## src/rtl/cbp_pkg.sv

```systemverilog
// Package: shared counter type and step function for the predictor.
// Assumes 2-bit counters; values 2 and 3 mean "predict taken".
package cbp_pkg;

    typedef enum logic [1:0] {
        CTR_STRONG_NT = 2'd0,
        CTR_WEAK_NT   = 2'd1,
        CTR_WEAK_T    = 2'd2,
        CTR_STRONG_T  = 2'd3
    } ctr_t;

    // Move a counter one step towards the outcome, saturating at both ends.
    function automatic ctr_t ctr_step(ctr_t cur, logic taken);
        if (taken) begin
            return (cur == CTR_STRONG_T) ? CTR_STRONG_T : ctr_t'(cur + 2'd1);
        end
        return (cur == CTR_STRONG_NT) ? CTR_STRONG_NT : ctr_t'(cur - 2'd1);
    endfunction

endpackage

```

## src/rtl/cbp_history.sv

```systemverilog
// Global outcome history register.
// Shifts the resolved outcome into bit 0 when shift_en is high and drops the
// oldest bit. With HIST_BITS = 0 the output is tied to 0.
// Assumes a synchronous active-low reset that clears the history.
module cbp_history #(
    parameter int HIST_BITS = 2,
    parameter int HW        = (HIST_BITS > 0) ? HIST_BITS : 1
) (
    input  logic          clk,
    input  logic          rst_n,
    input  logic          shift_en,
    input  logic          shift_bit,
    output logic [HW-1:0] hist
);

    generate
        if (HIST_BITS == 0) begin : g_none
            logic unused_shift;
            assign unused_shift = shift_en ^ shift_bit ^ clk ^ rst_n;
            assign hist = '0;
        end else begin : g_reg
            logic [HIST_BITS-1:0] hist_q;

            // Shift register update: the outcome enters at bit 0.
            always_ff @(posedge clk) begin
                if (!rst_n) begin
                    hist_q <= '0;
                end else if (shift_en) begin
                    if (HIST_BITS == 1) begin
                        hist_q <= shift_bit;
                    end else begin
                        hist_q <= {hist_q[HIST_BITS-2:0], shift_bit};
                    end
                end
            end

            assign hist = hist_q;

            assert_shift_in_R7: assert property (@(posedge clk) disable iff (!rst_n)
                shift_en |=> hist[0] == $past(shift_bit));

            assert_hold_R7: assert property (@(posedge clk) disable iff (!rst_n)
                !shift_en |=> $stable(hist));

            if (HIST_BITS > 1) begin : g_age
                assert_age_R7: assert property (@(posedge clk) disable iff (!rst_n)
                    shift_en |=> hist[HIST_BITS-1:1] == $past(hist[HIST_BITS-2:0]));
            end
        end
    endgenerate

endmodule

```

## src/rtl/cbp_index.sv

```systemverilog
// Index former: joins the history (upper bits) with pc[ADDR_BITS+1:2]
// (lower bits). The history is left out when HIST_BITS = 0.
// Assumes PC_W > ADDR_BITS + 2. Purely combinational.
module cbp_index #(
    parameter int HIST_BITS = 2,
    parameter int ADDR_BITS = 4,
    parameter int PC_W      = 32,
    parameter int HW        = (HIST_BITS > 0) ? HIST_BITS : 1,
    parameter int IDX_W     = HIST_BITS + ADDR_BITS
) (
    input  logic [PC_W-1:0]  pc,
    input  logic [HW-1:0]    hist,
    output logic [IDX_W-1:0] idx
);

    logic unused_pc;
    assign unused_pc = ^{pc[PC_W-1:ADDR_BITS+2], pc[1:0]};

    generate
        if (HIST_BITS > 0) begin : g_corr
            assign idx = {hist[HIST_BITS-1:0], pc[ADDR_BITS+1:2]};
        end else begin : g_plain
            logic unused_hist;
            assign unused_hist = ^hist;
            assign idx = pc[ADDR_BITS+1:2];
        end
    endgenerate

endmodule

```

## src/rtl/cbp_counter_table.sv

```systemverilog
// Table of 2-bit saturating counters.
// It has one combinational read port and one write port that applies a
// saturating step at the next clock edge.
// Assumes a synchronous active-low reset that sets every counter to 1.
module cbp_counter_table
    import cbp_pkg::*;
#(
    parameter int IDX_W = 6,
    parameter int DEPTH = 1 << IDX_W
) (
    input  logic             clk,
    input  logic             rst_n,
    input  logic [IDX_W-1:0] rd_idx,
    output logic             rd_taken,
    input  logic             wr_en,
    input  logic [IDX_W-1:0] wr_idx,
    input  logic             wr_taken
);

    ctr_t tbl [DEPTH];

    // Counter storage: reset every entry, then step only the addressed one.
    always_ff @(posedge clk) begin
        if (!rst_n) begin
            for (int i = 0; i < DEPTH; i++) begin
                tbl[i] <= CTR_WEAK_NT;
            end
        end else if (wr_en) begin
            tbl[wr_idx] <= ctr_step(tbl[wr_idx], wr_taken);
        end
    end

    // Read port: the prediction is the upper bit of the selected counter.
    always_comb begin
        rd_taken = tbl[rd_idx][1];
    end

    assert_step_up_R3: assert property (@(posedge clk) disable iff (!rst_n)
        (wr_en && wr_taken && tbl[wr_idx] != CTR_STRONG_T)
        |=> tbl[$past(wr_idx)] == ctr_t'($past(tbl[wr_idx]) + 2'd1));

    assert_step_down_R3: assert property (@(posedge clk) disable iff (!rst_n)
        (wr_en && !wr_taken && tbl[wr_idx] != CTR_STRONG_NT)
        |=> tbl[$past(wr_idx)] == ctr_t'($past(tbl[wr_idx]) - 2'd1));

    assert_no_overflow_R4: assert property (@(posedge clk) disable iff (!rst_n)
        (wr_en && wr_taken && tbl[wr_idx] == CTR_STRONG_T)
        |=> tbl[$past(wr_idx)] == CTR_STRONG_T);

    assert_no_underflow_R4: assert property (@(posedge clk) disable iff (!rst_n)
        (wr_en && !wr_taken && tbl[wr_idx] == CTR_STRONG_NT)
        |=> tbl[$past(wr_idx)] == CTR_STRONG_NT);

endmodule

```

## src/rtl/corr_branch_predictor.sv

```systemverilog
// Correlating direction predictor (top).
// The global history and the low address bits select one 2-bit counter for
// each prediction. A resolve steps the counter chosen by the returned history
// snapshot and shifts the outcome into the history.
// Assumes the caller returns the pred_hist value unchanged as res_hist.
// There are no tags, so aliasing is allowed.
module corr_branch_predictor #(
    parameter int HIST_BITS = 2,
    parameter int ADDR_BITS = 4,
    parameter int PC_W      = 32
) (
    input  logic                                     clk,
    input  logic                                     rst_n,
    input  logic [PC_W-1:0]                          pred_pc,
    output logic                                     pred_taken,
    output logic [((HIST_BITS > 0) ? HIST_BITS : 1)-1:0] pred_hist,
    input  logic                                     res_valid,
    input  logic [PC_W-1:0]                          res_pc,
    input  logic                                     res_taken,
    input  logic [((HIST_BITS > 0) ? HIST_BITS : 1)-1:0] res_hist
);

    localparam int HW    = (HIST_BITS > 0) ? HIST_BITS : 1;
    localparam int IDX_W = HIST_BITS + ADDR_BITS;

    logic [HW-1:0]    ghist;
    logic [IDX_W-1:0] rd_idx;
    logic [IDX_W-1:0] wr_idx;

    cbp_history #(.HIST_BITS(HIST_BITS), .HW(HW)) u_hist (
        .clk      (clk),
        .rst_n    (rst_n),
        .shift_en (res_valid),
        .shift_bit(res_taken),
        .hist     (ghist)
    );

    cbp_index #(.HIST_BITS(HIST_BITS), .ADDR_BITS(ADDR_BITS), .PC_W(PC_W),
                .HW(HW), .IDX_W(IDX_W)) u_rd_index (
        .pc  (pred_pc),
        .hist(ghist),
        .idx (rd_idx)
    );

    cbp_index #(.HIST_BITS(HIST_BITS), .ADDR_BITS(ADDR_BITS), .PC_W(PC_W),
                .HW(HW), .IDX_W(IDX_W)) u_wr_index (
        .pc  (res_pc),
        .hist(res_hist),
        .idx (wr_idx)
    );

    cbp_counter_table #(.IDX_W(IDX_W)) u_table (
        .clk     (clk),
        .rst_n   (rst_n),
        .rd_idx  (rd_idx),
        .rd_taken(pred_taken),
        .wr_en   (res_valid),
        .wr_idx  (wr_idx),
        .wr_taken(res_taken)
    );

    assign pred_hist = ghist;

endmodule

```

## config.mk

```make
export PLATFORM = sky130hd
export DESIGN_NAME = corr_branch_predictor
export DESIGN_NICKNAME = d
export VERILOG_FILES = /design/src/rtl/cbp_pkg.sv /design/src/rtl/cbp_history.sv /design/src/rtl/cbp_index.sv /design/src/rtl/cbp_counter_table.sv /design/src/rtl/corr_branch_predictor.sv
export SDC_FILE = /design/constraint.sdc
export NUM_CORES = 1
export LEC_CHECK = 0
export ABC_AREA = 1
export BUFFER_PORTS_ARGS = -buffer_cell sky130_fd_sc_hd__clkbuf_2
export CORE_ASPECT_RATIO = 1.75
export CORE_MARGIN = 2
export CORE_UTILIZATION = 60
export CTS_CLUSTER_SIZE = 25
export DETAILED_ROUTE_END_ITERATION = 16
export PLACE_DENSITY = 0.81
export SLEW_MARGIN = 0
export SYNTH_ARGS = -nofsm -noshare
export SYNTH_HDL_FRONTEND = slang
export SYNTH_SLANG_ARGS = --single-unit
```

## constraint.sdc

```tcl
create_clock -name clk -period 2.6 [get_ports clk]
set_clock_uncertainty 0.15 [all_clocks]
set_input_delay 0.52 -clock clk [delete_from_list [all_inputs] [get_ports clk]]
set_output_delay 0.52 -clock clk [all_outputs]
set_load 0.02 [all_outputs]
```

Yosys cells after proc, flatten, opt, wreduce, memory -nomap -nowiden. Memory sizes are Yosys's and may differ from the RTL's. Cells that the tools add are included.

Add/subtract/negate cells: 2. Equality and inequality tests: 1. Mux-type cells: 16. Reduce and logical (&&, ||, !) cells: 2.

Operators with widths (number): two-way mux 2 bit (7); two-way mux 1 bit (8); two-way mux 6 bit (1); adder 2 x 1 -> 2 bit (second input constant) (1); equality test 2 bit (second input constant) (1); zero test 2 bit (1); OR reduction 2 bit (1); subtractor 2 x 1 -> 2 bit (second input constant) (1).

Bits in registers: 2. RAM bits: 128. Input port bits: 70. Memories: 1.

Memory list: u_table.tbl (words 64, width 2, read ports 2, clocked after memory_dff 0, wr ports 64, RTL line cbp_counter_table.sv:20) `ctr_t tbl [DEPTH];`.

Longest topological paths before layout. Gate-level depths: netlist of the first run. An unclocked memory read counts as a cell.

Depth after elaboration: 8. Mapped depth: 18. Mapped depth without buffers: 15.

By module. From an unflattened synthesis of the first run, not the netlist that was laid out.

Cell total of the unflattened synthesis: 1041. Area, all modules: 7772.5 um^2.

By module, submodules not included: cbp_counter_table (instances 1, cells each 1017, area an instance 7602.3 um^2); cbp_index (instances 2, cells each 6, area an instance 45.0 um^2); cbp_history (instances 1, cells each 12, area an instance 80.1 um^2).

Least setup slack after synthesis of the first run. Ideal clock, no wire load.

Path type: in2out. Start: input port pred_pc[2]. End: output port pred_taken. Arrival: 1.886 ns. Required time: 1.930 ns. Path slack: 0.044 ns. Stages on the path: 10. Path buffers: 2. Cell sequence: clkbuf_1 clkinv_1 clkbuf_1 o211ai_1 nand3_1 nand2_1 a21oi_1 o21ai_0 nand3_1 nand2_1.

Cells in the longest elaborated chain, start to end: 1.

RTL lines: from (decl) (RTL line corr_branch_predictor.sv:14) `input logic [PC_W-1:0] pred_pc,`; memory (64 x 2 bit); to (decl) (RTL line corr_branch_predictor.sv:15) `output logic pred_taken,`.

No other way between the ends.

Final worst setup path of the first run. Ends and elaborated chain as after synthesis.

==> results.json, run 1 <==
{
  "grt_pass1_wl_mm": 33.9,
  "layout_common_cells": "nand2_1 (353), nor2_1 (180), edfxtp_1 (128), inv_1 (115), nand3_1 (95)",
  "place_inst": 1213,
  "antenna_left": 0,
  "relSlewSlack_pct": 47.8,
  "fin_crit_ns": 2.56,
  "routabilityCongestion": 0.984,
  "die-area_um2": 13800,
  "setup_violations": 0,
  "synth-edff-count": 128,
  "dr.pass1.iters": 6,
  "vias_per_cell": 5.82,
  "chipWidth_um": 89.7,
  "drc": 0,
  "grt_max_degree": 67,
  "totalWireLength_mm": 22.0,
  "cts_buffers": 17,
  "vias": 7262,
  "fin_cells": 1247,
  "final_min_period_over_clock_period_pct": 98.4,
  "cpPeakStageDelay_ns": 0.17,
  "clk_latency_ns": 0.43,
  "post-route-util_pct": 71.0,
  "synth_warnings": 0,
  "post_drt_wl_per_cell_um": 17.6,
  "cp.required_ns": 1.93,
  "p_per_area_nw_per_um2": 640,
  "cp_slowest_cell": "a21oi_2",
  "startpoint_type": "primary input",
  "cts.hold.buffers_added": 0,
  "worst_slack_ns": 0.0424,
  "maxClockFrequency_mhz": 391,
  "synth_area_um2": 7710,
  "worst_slew_pin_slew_ns": 0.783,
  "worstSetupEndpointType": "output port",
  "path_clk_slew_ns": 0.06,
  "portBuffers": 16,
  "io_pins": 73,
  "antennaDiodeCount": 0,
  "start_util_pct": 61.7,
  "yosysSeqAreaShare_pct": 50.4,
  "synth_cell_types": 27,
  "grt.overflow.total": 0,
  "ys_ff_latch": 130,
  "syn_area_per_cell_um2": 7.46,
  "syn2layout_area_growth_pct": 15.1,
  "syn_nets": 1103,
  "clock_sinks": 130,
  "drt_iter0_drc": 1051,
  "grt_pass1_vias": 6893,
  "drive_gt1_share_pct": 11.1,
  "min_path_type": "primary input to flip-flop",
  "status": "finished clean",
  "final_common_cell": "nand2_1",
  "die_h_um": 154,
  "path_class": "primary input to output port",
  "rows": 54,
  "coreArea_um2": 12500,
  "clk_path_buf_depth": 2,
  "track_usage_pct": 33.4,
  "leakage_nw": 3.63,
  "cts_tree": "done",
  "finalMaxSlewViolations": 0,
  "cp_max_fo": 16,
  "finalPower_mw": 5.68,
  "cts_root_buf": "clkbuf_16",
  "htree_num_levels": 4,
  "synthCells": 1033,
  "nNetsFinal": 1136,
  "place_hpwl_mm": 14.5,
  "hold_viol": 0,
  "dp_slack_ns": -0.202,
  "cap_violations": 0,
  "async_flop_share_pct": 0,
  "worstPathArrival_ns": 1.89,
  "crit_chain": "clkbuf_4, buf_8, a21oi_1, o21ai_0, nand3_1, nand2_1, a21oi_2, o21ai_1, nand3_1, nand2_1, buf_4",
  "synthFlopType": "edfxtp_1",
  "ir_drop_mv": 0.597,
  "antenna_found_initial": 0
}
[timing repair]
item | CTS | global route
endpoints found under the setup margin | 1 | 1
resized for setup | 2 | 26
pin swaps | 0 | 4
buffers inserted | 0 | 2
[cells in the mapped netlist, drive strengths merged (4+ instances only)]
cell,n,share of area [%]
a21oi,13,0.84
buf,40,3.7
nor3,4,0.26
o21ai,50,3.2
edfxtp,128,50
o22ai,8,0.65
inv,118,5.7
or2,4,0.32
o211ai,8,0.78
clkbuf,19,0.92
nand3,95,6.2
nand2,357,18
nor2,183,9.0
[through the flow]
stage / TNS (ns) / area (um^2) / hold slack (ns)
floorplan: 0 / 7710 / 0.453
finish: 0 / 8870 / 0.202
detailed placement: -17.18 / 8190 / 0.451
CTS: 0 / 8820 / 0.194
global placement: -15.09 / 8190 / 0.439
global route: -0.000841 / 8870 / 0.216
[final timing paths]
check	from	endpoint	slack, ns	cells past startpoint
max reg2reg	u_table.tbl[49][1]	u_table.tbl[12][1]	0.21	16
min reg2reg	u_hist.hist[1]	u_hist.hist[1]	0.48	2
max	pred_pc[2]	pred_taken	0.04	11
min	res_valid	u_hist.hist[0]	0.20	2
[layout make-up]
cell class | instances | area, um^2
repair buffers | 73 | 674
fillers | 958 | 3620
clock inverters | 13 | 184
inverters | 120 | 453
clock buffers | 19 | 433
well taps | 168 | 210
flip-flops and latches | 130 | 3880
multi-input cells | 724 | 3040
[registers in the layout, indices dropped and copies added (netlist names)]
signal / count
u_table.tbl: 128
u_hist.hist: 2
[worst max-delay path: cells and delay by family]
kind / cells / cell delay [ns]
compound gates: 4 / 0.53
simple gates: 4 / 0.36
buf+inv: 3 / 0.47
[cells by family (layout without fill, tap and decap cells)]
family,after synthesis,count (layout),synth area share [%]
DFF,130,130,50.4
buffers and inverters,179,225,10.5
and+or+nand+nor,645,645,33.6
AOI/OAI and AO/OA,79,79,5.52
[metal layers]
layer / global-route usage, % / wire length [um] / vias to the layer above / share of wire, %
met5: 0 / 0 / - / 0
met3: 5.53 / 1840 / 138 / 8.4
li1: - / - / 3353 / -
met4: 20.9 / 1570 / 0 / 7.1
met2: 55.6 / 11100 / 448 / 51
met1: 38.6 / 7390 / 3323 / 34
[report_power, final]
group | internal (mW) | switching, mW | total (mW)
combinational | 0.250 | 0.539 | 0.789
clock | 1.60 | 0.913 | 2.52
sequential | 2.35 | 0.0278 | 2.38
total | 4.20 | 1.48 | 5.68
Power figures use the tool's default switching activity.
==> inputs of run 2 (changes only) <==
CELL_PAD_IN_SITES_DETAIL_PLACEMENT = 1   (was default)
CELL_PAD_IN_SITES_GLOBAL_PLACEMENT = 2   (was default)
CORE_UTILIZATION = 35   (was 60)
PLACE_DENSITY = default   (was 0.81)
PLACE_DENSITY_LB_ADDON = 0.1   (was default)
==> run 2 against run 1 <==
Against the previous run: sequential cell count unchanged; global-route usage down 9.1 points; non-clock buffer count up 18; clock power about the same; core utilization down 27 points; register-to-register slack about the same; combinational power up 29%; via count down 3.1%; die area up 69%; critical path depth up 3; first-iteration DRC count down 69%.
==> results.json, run 2 (synthesis gave the netlist of run 1 again) <==
{
  "start_util_pct": 35.7,
  "finalMaxSlewViolations": 0,
  "layout_common_cells": "nand2_1 (352), nor2_1 (179), edfxtp_1 (128), inv_1 (116), nand3_1 (95)",
  "clk_latency_ns": 0.43,
  "multi_input_comb_area_um2": 3100,
  "totalWireLength_mm": 27.9,
  "worstPathArrival_ns": 2.54,
  "die-area_um2": 23300,
  "p_per_area_nw_per_um2": 629,
  "clock_sinks": 130,
  "worstSetupEndpointType": "flip-flop",
  "n_fill_cell": 2668,
  "cts_root_buf": "clkbuf_16",
  "largest_register_ffs": 128,
  "syn2layout_area_growth_pct": 22.7,
  "fin_crit_ns": 2.51,
  "dr.pass1.iters": 5,
  "rsz0062_at_grt": "true",
  "grt_pass1_wl_mm": 41.7,
  "post-route-util_pct": 43.8,
  "setup_violations": 0,
  "post_cts_buffers": 0,
  "finalPower_mw": 5.95,
  "antennaDiodeCount": 0,
  "leakage_nw": 3.83,
  "path_class": "primary input to flip-flop",
  "relSlewSlack_pct": 41.9,
  "routabilityCongestion": 0.826,
  "min_path_type": "primary input to flip-flop",
  "io_pins": 73,
  "status": "finished clean",
  "worst_slew_pin_slew_ns": 0.871,
  "ir_drop_mv": 0.321,
  "vias": 7036,
  "cap_violations": 0,
  "clk_path_buf_depth": 2,
  "path_clk_slew_ns": 0.06,
  "rrSetupSlack_ns": 0.20,
  "grt_pass1_vias": 7541,
  "grt.overflow.total": 0,
  "startpoint_type": "primary input",
  "cts_buffers": 17,
  "final_min_period_over_clock_period_pct": 96.7,
  "htree_num_levels": 4,
  "cts_tree": "done",
  "antenna_found_initial": 0,
  "cp_max_fo": 40,
  "rows": 71,
  "place_hpwl_mm": 19.1,
  "vias_per_cell": 5.06,
  "chipWidth_um": 116,
  "maxClockFrequency_mhz": 398,
  "die_h_um": 200,
  "drive_gt1_share_pct": 13.1,
  "drt_iter0_drc": 325,
  "area.sequential_um2": 3880,
  "final_common_cell": "nand2_1",
  "track_usage_pct": 24.3,
  "grt_max_degree": 67,
  "hold_viol": 0,
  "cts.hold.buffers_added": 0,
  "post_drt_wl_per_cell_um": 20.1,
  "drc": 0,
  "coreArea_um2": 21600,
  "nNetsFinal": 1155,
  "portBuffers": 16,
  "largest-register": "u_table.tbl",
  "cp.required_ns": 2.63,
  "antenna_left": 0
}
[run 2: timing repair]
item	CTS	global route
setup endpoints to repair	1	114
hold endpoints to repair	0	0
gates resized for setup	18	36
cloned	1	8
pin swaps	5	13
[run 2: path summary, 6_finish.rpt]
| path | from | endpoint | depth (start not counted) |
|---|---|---|---|
| worst max-delay path | res_pc[2] | u_table.tbl[16][1] | 14 |
| worst min-delay path | res_valid | u_hist.hist[0] | 2 |
| worst max register to register | u_table.tbl[44][1] | u_table.tbl[16][1] | 12 |
| worst min register to register | u_hist.hist[0] | u_hist.hist[0] | 2 |
[run 2: stage by stage]
step / setup slack [ns] / std cells / area [um^2] / setup TNS, ns / hold WS, ns
after detailed placement: -0.371 / 1350 / 8550 / -41.71 / 0.471
after floorplan: 0.0436 / 1033 / 7710 / 0 / 0.453
final: 0.0864 / 1390 / 9460 / 0 / 0.175
after CTS: 0.000960 / 1382 / 9230 / 0 / 0.170
after global placement: -0.349 / 1350 / 8550 / -41.47 / 0.463
after global routing: -0.00652 / 1390 / 9460 / -0.00652 / 0.217
[run 2: cell type report]
cell class,instances,area share (%)
inverter,120,4.87
multi-input combinational,725,32.7
clock buffer,17,4.50
tap,292,3.86
clock inverter,15,2.02
sequential,130,41.1
timing repair buffer,91,11.0
[run 2: worst max-delay path, cell delays in order]
cell	delay (ns)
clkbuf_2	0.15
buf_12	0.19
or2_2	0.32
nand3_1	0.12
nand2_1	0.07
o21ai_1	0.19
nand2_1	0.12
nor2_4	0.13
nand2_1	0.08
nand2_2	0.13
nand2_4	0.10
nand2_8	0.16
clkbuf_16	0.19
nor2_1	0.05
[run 2: routing by layer]
metal / vias up / global-route usage (%) / part of all wire (%) / routed length [um]
met5: - / 0 / 0 / 0
met4: 0 / 9.10 / 3.2 / 895
met3: 37 / 2.93 / 2.6 / 717
met2: 115 / 45.0 / 54 / 15100
met1: 3496 / 27.9 / 40 / 11100
li1: 3388 / - / - / -
[run 2: where the power goes]
part	switching, mW	internal [mW]	leakage [nW]	total (mW)
registers	0.0285	2.35	1.17	2.38
logic	0.652	0.371	2.37	1.02
clock network	0.954	1.59	0.294	2.55
